==> src/rtl/bcs_pkg.sv <==
package bcs_pkg;

    localparam int COL_W      = 8;
    localparam int MAX_BL_LOG = 4;
    localparam int CNT_W      = MAX_BL_LOG - 1;
    localparam int LANES      = 8;
    localparam int CL_MIN     = 2;
    localparam int CL_MAX     = 4;
    localparam int TAP_W      = $clog2(CL_MAX);

    typedef logic [COL_W-1:0]      col_t;
    typedef logic [1:0]            bl_code_t;
    typedef logic [CNT_W-1:0]      cnt_t;
    typedef logic [MAX_BL_LOG-1:0] beat_t;
    typedef logic [TAP_W-1:0]      tap_t;

    typedef struct packed {
        logic valid;
        logic wr;
        logic last;
        col_t col_even;
        col_t col_odd;
    } pair_t;

    typedef struct packed {
        logic valid;
        logic last;
    } rd_tap_t;

    // Column of beat number 'beat' in a burst of 2<<code beats that starts at 'start'.
    function automatic col_t wrap_col(col_t start, bl_code_t code, beat_t beat);
        col_t field;
        field = (col_t'(2) << code) - col_t'(1);
        return (start & ~field) | ((start + col_t'(beat)) & field);
    endfunction

    // Index of the final pair of a burst of 2<<code beats.
    function automatic cnt_t last_pair(bl_code_t code);
        logic [CNT_W:0] pairs;
        pairs = (CNT_W+1)'(1) << code;
        return cnt_t'(pairs - (CNT_W+1)'(1));
    endfunction

    // Delay tap for a latency setting, clamped into the supported range.
    function automatic tap_t cl_tap(logic [2:0] cl);
        if (int'(cl) < CL_MIN) return tap_t'(CL_MIN - 1);
        if (int'(cl) > CL_MAX) return tap_t'(CL_MAX - 1);
        return tap_t'(int'(cl) - 1);
    endfunction

endpackage

==> src/rtl/bcs_addr_gen.sv <==
module bcs_addr_gen
    import bcs_pkg::*;
(
    input  logic     clk,
    input  logic     rst,
    input  logic     cmd_valid,
    input  logic     cmd_write,
    input  col_t     cmd_col,
    input  logic     cmd_stop,
    input  bl_code_t cfg_bl,
    output pair_t    pair_o
);

    logic     active_q;
    logic     wr_q;
    col_t     start_q;
    bl_code_t code_q;
    cnt_t     cnt_q;
    logic     at_end;

    assign at_end = (cnt_q == last_pair(code_q));

    always_ff @(posedge clk) begin
        if (rst) begin
            active_q <= 1'b0;
            wr_q     <= 1'b0;
            start_q  <= '0;
            code_q   <= '0;
            cnt_q    <= '0;
        end else if (cmd_valid) begin
            active_q <= 1'b1;
            wr_q     <= cmd_write;
            start_q  <= cmd_col;
            code_q   <= cfg_bl;
            cnt_q    <= '0;
        end else if (cmd_stop) begin
            active_q <= 1'b0;
        end else if (active_q) begin
            if (at_end) begin
                active_q <= 1'b0;
            end else begin
                cnt_q <= cnt_q + cnt_t'(1);
            end
        end
    end

    always_comb begin
        pair_o          = '0;
        pair_o.valid    = active_q;
        pair_o.wr       = active_q & wr_q;
        pair_o.last     = active_q & at_end;
        if (active_q) begin
            pair_o.col_even = wrap_col(start_q, code_q, {cnt_q, 1'b0});
            pair_o.col_odd  = wrap_col(start_q, code_q, {cnt_q, 1'b1});
        end
    end

endmodule

==> src/rtl/bcs_rd_window.sv <==
module bcs_rd_window
    import bcs_pkg::*;
#(
    parameter int DEPTH = CL_MAX
) (
    input  logic       clk,
    input  logic       rst,
    input  pair_t      pair_i,
    input  logic [2:0] cfg_cl,
    output logic       rd_valid,
    output logic       rd_last
);

    rd_tap_t tap_now;
    rd_tap_t tap_q   [1:DEPTH-1];
    rd_tap_t tap_all [0:DEPTH-1];
    tap_t    sel;

    assign tap_now.valid = pair_i.valid & ~pair_i.wr;
    assign tap_now.last  = pair_i.valid & ~pair_i.wr & pair_i.last;

    always_ff @(posedge clk) begin
        if (rst) begin
            for (int j = 1; j < DEPTH; j++) tap_q[j] <= '0;
        end else begin
            tap_q[1] <= tap_now;
            for (int j = 2; j < DEPTH; j++) tap_q[j] <= tap_q[j-1];
        end
    end

    generate
        for (genvar g = 0; g < DEPTH; g++) begin : g_tap
            if (g == 0) begin : g_now
                assign tap_all[g] = tap_now;
            end else begin : g_dly
                assign tap_all[g] = tap_q[g];
            end
        end
    endgenerate

    assign sel      = cl_tap(cfg_cl);
    assign rd_valid = tap_all[sel].valid;
    assign rd_last  = tap_all[sel].last;

endmodule

==> src/rtl/bcs_wmask.sv <==
module bcs_wmask
    import bcs_pkg::*;
#(
    parameter int NLANE = LANES
) (
    input  pair_t            pair_i,
    input  logic [NLANE-1:0] mask_even,
    input  logic [NLANE-1:0] mask_odd,
    output logic [NLANE-1:0] en_even,
    output logic [NLANE-1:0] en_odd
);

    logic wr_beat;
    assign wr_beat = pair_i.valid & pair_i.wr;

    generate
        for (genvar i = 0; i < NLANE; i++) begin : g_lane
            assign en_even[i] = wr_beat & ~mask_even[i];
            assign en_odd[i]  = wr_beat & ~mask_odd[i];
        end
    endgenerate

endmodule

==> src/rtl/burst_col_seq.sv <==
module burst_col_seq
    import bcs_pkg::*;
(
    input  logic             clk,
    input  logic             rst,
    input  logic             cmd_valid,
    input  logic             cmd_write,
    input  logic [COL_W-1:0] cmd_col,
    input  logic             cmd_stop,
    input  logic [1:0]       cfg_bl,
    input  logic [2:0]       cfg_cl,
    input  logic [LANES-1:0] wmask_even,
    input  logic [LANES-1:0] wmask_odd,
    output logic [COL_W-1:0] col_even,
    output logic [COL_W-1:0] col_odd,
    output logic             col_valid,
    output logic             col_last,
    output logic             col_write,
    output logic             rd_valid,
    output logic             rd_last,
    output logic [LANES-1:0] wen_even,
    output logic [LANES-1:0] wen_odd
);

    pair_t pair;

    bcs_addr_gen u_addr (
        .clk       (clk),
        .rst       (rst),
        .cmd_valid (cmd_valid),
        .cmd_write (cmd_write),
        .cmd_col   (cmd_col),
        .cmd_stop  (cmd_stop),
        .cfg_bl    (cfg_bl),
        .pair_o    (pair)
    );

    bcs_rd_window #(.DEPTH(CL_MAX)) u_rdwin (
        .clk      (clk),
        .rst      (rst),
        .pair_i   (pair),
        .cfg_cl   (cfg_cl),
        .rd_valid (rd_valid),
        .rd_last  (rd_last)
    );

    bcs_wmask #(.NLANE(LANES)) u_wmask (
        .pair_i    (pair),
        .mask_even (wmask_even),
        .mask_odd  (wmask_odd),
        .en_even   (wen_even),
        .en_odd    (wen_odd)
    );

    assign col_even  = pair.col_even;
    assign col_odd   = pair.col_odd;
    assign col_valid = pair.valid;
    assign col_last  = pair.last;
    assign col_write = pair.wr;

endmodule

==> config.mk <==
export PLATFORM = sky130hd
export DESIGN_NAME = burst_col_seq
export DESIGN_NICKNAME = d
export VERILOG_FILES = /design/src/rtl/bcs_pkg.sv /design/src/rtl/bcs_addr_gen.sv /design/src/rtl/bcs_rd_window.sv /design/src/rtl/bcs_wmask.sv /design/src/rtl/burst_col_seq.sv
export SDC_FILE = /design/constraint.sdc
export NUM_CORES = 1
export LEC_CHECK = 0
export ABC_AREA = 1
export BUFFER_PORTS_ARGS = -buffer_cell sky130_fd_sc_hd__buf_2
export CAP_MARGIN = 20
export CORE_MARGIN = 4
export CORE_UTILIZATION = 35
export DETAILED_ROUTE_END_ITERATION = 8
export PLACE_DENSITY = 0.65
export SLEW_MARGIN = 10
export SYNTH_ARGS = -nofsm -noshare
export SYNTH_HDL_FRONTEND = slang
export SYNTH_SLANG_ARGS = --single-unit
==> constraint.sdc <==
create_clock -name clk -period 3.1 [get_ports clk]
set_input_delay 0.62 -clock clk [delete_from_list [all_inputs] [get_ports clk]]
set_output_delay 0.62 -clock clk [all_outputs]
set_load 0.01 [all_outputs]
# Yosys cells after proc, flatten, opt, wreduce, memory -nomap -nowiden
# Memories as Yosys holds them, arrays and structs flattened.
# Cells that the tools add are included.
[word_totals]
out_inout_bits = 37
mem_bits_rw = 6
register_bits = 15
n_memories = 1
elab_cells = 91
inputBits = 34
[mem_list]
columns = ["name", "words", "width", "rd", "rd_ports_with_merged_regs", "write_ports", "line_no", "source"]
rows = [
  ["u_rdwin.tap_q", 3, 2, 3, 0, 3, "bcs_rd_window.sv:15", "rd_tap_t tap_q [1:DEPTH-1];"],
]
[op_classes]
mux = 21
n_addsub = 6
order_cmp = 3
n_shift = 2
reduce_logical = 2
n_bitwise = 50
eq_ne = 1
[ops]
columns = ["cell", "n"]
rows = [
  ["bitwise AND 8 bit", 3],
  ["bitwise AND 1 bit", 21],
  ["NOT 1 bit", 19],
  ["2-to-1 mux 2 bit", 9],
  ["adder 8 x 4 -> 8 bit", 2],
  ["2-to-1 mux 16 bit", 1],
  ["bitwise OR 8 bit", 2],
  ["2-to-1 mux 1 bit", 10],
  ["NOT 8 bit", 1],
  ["<< shifter 2 x 2 -> 8 bit, first input constant", 1],
  ["subtractor 8 x 1 -> 8 bit, second input constant", 1],
  ["binary-select mux 2 bit (select 2 bit)", 1],
  ["adder 3 x 1 -> 3 bit, second input constant", 1],
  ["equality test 3 bit", 1],
  ["greater-or-equal comparator 3 bit, second input constant", 1],
  ["> comparator 3 bit, second input constant", 1],
  ["less-than comparator 3 x 2 -> 1 bit, second input constant", 1],
  ["NOT 2 -> 3 bit", 1],
  ["bitwise OR 1 bit", 3],
  ["AND reduction 3 bit", 1],
  ["<< shifter 1 x 2 -> 3 bit, first input constant", 1],
  ["subtractor 3 x 1 -> 3 bit, second input constant", 1],
  ["OR reduction 2 bit", 1],
  ["subtractor 2 x 1 -> 2 bit, second input constant", 1],
]

# Logic depth before layout (Yosys ltp)
[depth]
depth_word = 9
mapped_depth = 8
ltp_nobuf = 8

# Modules after synthesis
# From an unflattened synthesis, not the netlist that was laid out.
[unflattened]
cells_unflattened = 196
area_unflattened_um2 = 1320.0
[by_module_without_submodules]
columns = ["mod", "n_inst", "cells_per_inst", "area_per_inst_um2", "seq_area_each_um2"]
rows = [
  ["bcs_addr_gen", 1, 150, 991.0, 300.3],
  ["bcs_rd_window", 1, 28, 221.5, 120.1],
  ["bcs_wmask", 1, 18, 107.6, 0.0],
]

# Worst setup path after synthesis
# No wires, ideal clock.
[synth_timing]
path_type = "input-to-output"
start = "in cfg_cl[0]"
end = "out rd_valid"
path_stages = 5
t_required_ps = 2480
arrival_ps = 1392
path_slack_ps = 1088
n_path_buf = 0
cell_sequence = "inv_1 ha_1 o22ai_1 o211ai_1 o21ai_0"
[synth_via]
elab_chain_len = 9
word_cells_on_any_way = 13
classes_between = "add/sub: 1; order compare: 2; mux: 9; bitwise: 1"
[synth_rtl]
columns = ["element", "line_no", "source"]
rows = [
  ["start: declaration", "burst_col_seq.sv:11", "input logic [2:0] cfg_cl,"],
  ["> comparator 3 bit", "bcs_pkg.sv:47", "if (int'(cl) > CL_MAX) return tap_t'(CL_MAX - 1);"],
  ["2-to-1 mux 1 bit (2 in series)", "bcs_pkg.sv:47", ""],
  ["2-to-1 mux 2 bit", "bcs_pkg.sv:48", "return tap_t'(int'(cl) - 1);"],
  ["2-to-1 mux 2 bit (*)", "bcs_pkg.sv:47", ""],
  ["NOT 2 -> 3 bit (not written as such) (*)", "bcs_rd_window.sv:42", "assign rd_valid = tap_all[sel].valid;"],
  ["binary-select mux 2 bit (select 2 bit) (*)", "bcs_rd_window.sv:42", ""],
  ["2-to-1 mux 2 bit (not written as such) (*) (2 in series)", "bcs_rd_window.sv:42", ""],
  ["end: declaration", "burst_col_seq.sv:19", "output logic rd_valid,"],
]
# Every way passes the cells marked *; elsewhere a longest branch is shown, timed or not. The select of a mux whose other input is x is not followed.

# Worst setup path in the final report
[layout_timing]
start = "reg u_addr.cnt_q[0]"
end = "out col_odd[3]"
[layout_via]
elab_chain_len = 4
[layout_rtl]
columns = ["element", "line_no", "source"]
rows = [
  ["start: declaration", "bcs_addr_gen.sv:18", "cnt_t cnt_q;"],
  ["start signal: assignment", "bcs_addr_gen.sv:42", "cnt_q <= cnt_q + cnt_t'(1);"],
  ["adder 8 x 4 -> 8 bit", "bcs_pkg.sv:34", "return (start & ~field) | ((start + col_t'(beat)) & field);"],
  ["bitwise AND 8 bit", "bcs_pkg.sv:34", ""],
  ["bitwise OR 8 bit", "bcs_pkg.sv:34", ""],
  ["2-to-1 mux 16 bit", "bcs_addr_gen.sv:52", "if (active_q) begin"],
  ["end: declaration", "burst_col_seq.sv:15", "output logic [COL_W-1:0] col_odd,"],
]
# Every way passes these cells.

==> results_dict.tcl <==
set metrics [dict create \
    first_pass_iters 4 \
    arrival_ns 1.88 \
    clockBufferDepth 2 \
    htree_levels 1 \
    post_cts.repair.setup_buffers 0 \
    final-max-slew-violation-count 0 \
    die_area_um2 4559 \
    outcome "finished clean" \
    core_area_um2 3390 \
    dp_hpwl_um 2453 \
    drt_iter0_drc 34 \
    fin_skew_ns 0.006693 \
    grtUsageTotal 0.1323 \
    syn_area_um2 1240 \
    required_ns 2.48 \
    yosysWarnings 0 \
    worstSetupPathType "flop to output port" \
    first_global_vias 1092 \
    finalHoldViolations 0 \
    cts.reportedPaths.clkPinSlew_ns 0.10 \
    numCtsBuffers 3 \
    post-route-drc-count 0 \
    die_w_um 67.52 \
    die-height_um 67.52 \
    path_cells "ha_1 > inv_1 > fa_1 > o21ai_0 > nor2_1 > nand2_1 > nand2_1 > inv_1 > buf_2" \
    vias_per_cell 4.238 \
    syn_to_final_growth_pct 30.27 \
    layout_common_cells "buf_2 (70), nor2_1 (52), inv_1 (29)" \
    setup_viol 0 \
    cts_tree "yes" \
    grt_first_pass_wirelength_um 4712 \
    synth_nets 228 \
    via_count 1263 \
    portBuffers 70 \
    synth-seq-cells 21 \
    tns_ns 0 \
    syn_inst 188 \
    grt_max_degree 18 \
    cts-hold-fix-buffers 0 \
    maxCapViolCount 0 \
    layout_min_cycle_time_ns 2.495 \
    final_nets 293 \
    p_per_area_nw_per_um2 333.3 \
    hp-class "flop to flop" \
    slowest_stage "dfxtp_1" \
    start_kind "flop" \
    drive_gt1_frac 0.3095 \
    synth_cell_types 25 \
    io_pins 71 \
    wl_per_cell_um 10.07 \
    critPathMaxFanout 6 \
    p_leak_nw 0.9574 \
    synth_area_per_cell_um2 6.595 \
    place_congestion 0.7473 \
    antenna_found_initial 0 \
    stdcell_area_um2 1615 \
    totalWireLength_um 3000 \
    end_kind "output port" \
    irDropWorstVdd_mv 0.2052 \
    start_util 0.3658 \
    ant_nets 0 \
    final_common_cell "buf_2" \
    max_clock_freq_mhz 400.8 \
    ys_seq_area_frac 0.3391 \
    insertion_delay_ns 0.30 \
    crit_family "adder cells" \
    cts_resized 0 \
    grt_overflow 0 \
    slew_headroom 0.6757 \
    crit_path_max_incr_delay_ns 0.48 \
    row_count 21 \
    placed_area_um2 1589 \
    clockRootBuffer "clkbuf_4" \
    antenna_cells 0 \
    grt_setup_unrepaired "false" \
    fin_crit_sh 0.8049 \
    cts_sinks 21 \
    tightest_slew_ns 0.4853 \
    crit_buf_inv 3 \
]
power by group:
| part | switching, mW | leakage [nW] | internal, mW | total (mW) |
|---|---|---|---|---|
| Sequential | 0.0113 | 0.173 | 0.283 | 0.294 |
| Clock | 0.0760 | 0.0150 | 0.0501 | 0.126 |
| Combinational | 0.0680 | 0.770 | 0.0502 | 0.118 |
| Total | 0.155 | 0.957 | 0.383 | 0.538 |
worst reg2reg max path: stages (launching register included):
cell and delay [ns]:
dfxtp_1 0.53, o21ai_0 0.13, nand2_1 0.09, nand3_2 0.15, nand2_2 0.14, nand2_1 0.06
a21oi_1 0.12
cells in the mapped netlist:
library cell | n | area [um^2]
ha_1 | 4 | 50.05
dfxtp_1 | 21 | 420.4
o31ai_1 | 1 | 7.510
nor2_4 | 1 | 11.26
clkbuf_1 | 4 | 15.01
a21oi_1 | 8 | 40.04
o21ai_0 | 17 | 85.08
xor2_1 | 3 | 26.28
o22ai_1 | 1 | 6.260
o211ai_1 | 2 | 15.01
nor2_1 | 52 | 195.2
nand2_2 | 1 | 6.260
and2_1 | 1 | 6.260
a21boi_0 | 1 | 7.510
nor3_1 | 1 | 5.000
buf_2 | 2 | 10.01
buf_4 | 4 | 30.03
nand3_1 | 7 | 35.03
buf_6 | 1 | 11.26
xnor2_1 | 1 | 8.760
fa_1 | 2 | 40.04
nand3_2 | 1 | 10.01
nand2_1 | 22 | 82.58
inv_1 | 29 | 108.9
nor2_2 | 1 | 6.260
logic make-up after synthesis:
kind of cell / count (synthesis) / synth area share
XOR/XNOR: 4 / 0.02826
AO/OA/AOI/OAI: 30 / 0.1302
flip-flops: 21 / 0.3390
adder cells (fa/ha/maj): 6 / 0.07266
buffers and inverters: 40 / 0.1413
AND/OR/NAND/NOR: 87 / 0.2886
routing by layer:
layer	GRT usage	share of wire	vias to the layer above
met5	0	0	-
met4	0.03038	0.0053	0
met3	0.04326	0.064	2
met2	0.2163	0.48	30
met1	0.1678	0.45	527
li1	-	-	704
layout make-up:
| class | instances | area (um^2) |
|---|---|---|
| fillers | 380 | 1774 |
| repair buffers | 71 | 357.8 |
| well taps | 46 | 57.56 |
| clock buffers | 4 | 26.28 |
| multi-input cells | 127 | 644.4 |
| inverters | 29 | 108.9 |
| flip-flops and latches | 21 | 420.4 |
sequential cells by signal (all words and copies together) (netlist names):
| signal | count |
|---|---|
| u_addr.active_q | 1 |
| u_addr.cnt_q | 3 |
| u_addr.code_q | 2 |
| u_addr.start_q | 8 |
| u_addr.wr_q | 1 |
| u_rdwin.tap_q | 6 |
path summary, 6_finish.rpt:
kind / cells after the start / endpoint / slack, ns / from
setup / recovery: 9 / col_odd[3] / 0.60 / u_addr.cnt_q[0]
hold / removal: 2 / u_rdwin.tap_q[0][5] / 0.42 / u_rdwin.tap_q[0][3]
setup reg to reg: 6 / u_addr.cnt_q[1] / 1.80 / u_addr.code_q[1]
hold reg to reg: 2 / u_rdwin.tap_q[0][5] / 0.42 / u_rdwin.tap_q[0][3]
through the flow:
stage                     hold WS, ns  setup slack (ns)  utilization  power [mW]  instances
final                          0.4239            0.6047       0.4766      0.5384        298
after global routing           0.4370            0.4165       0.4766      0.5753        298
after CTS                      0.4272            0.5787       0.4766      0.5462        298
after detailed placement       0.4103            0.8173       0.4688      0.4197        294
after global placement         0.4078            0.8758       0.4688      0.4184        294
after floorplan                0.3999             1.088            -      0.3725        188
Note: power is estimated with default switching activity, not from simulation.
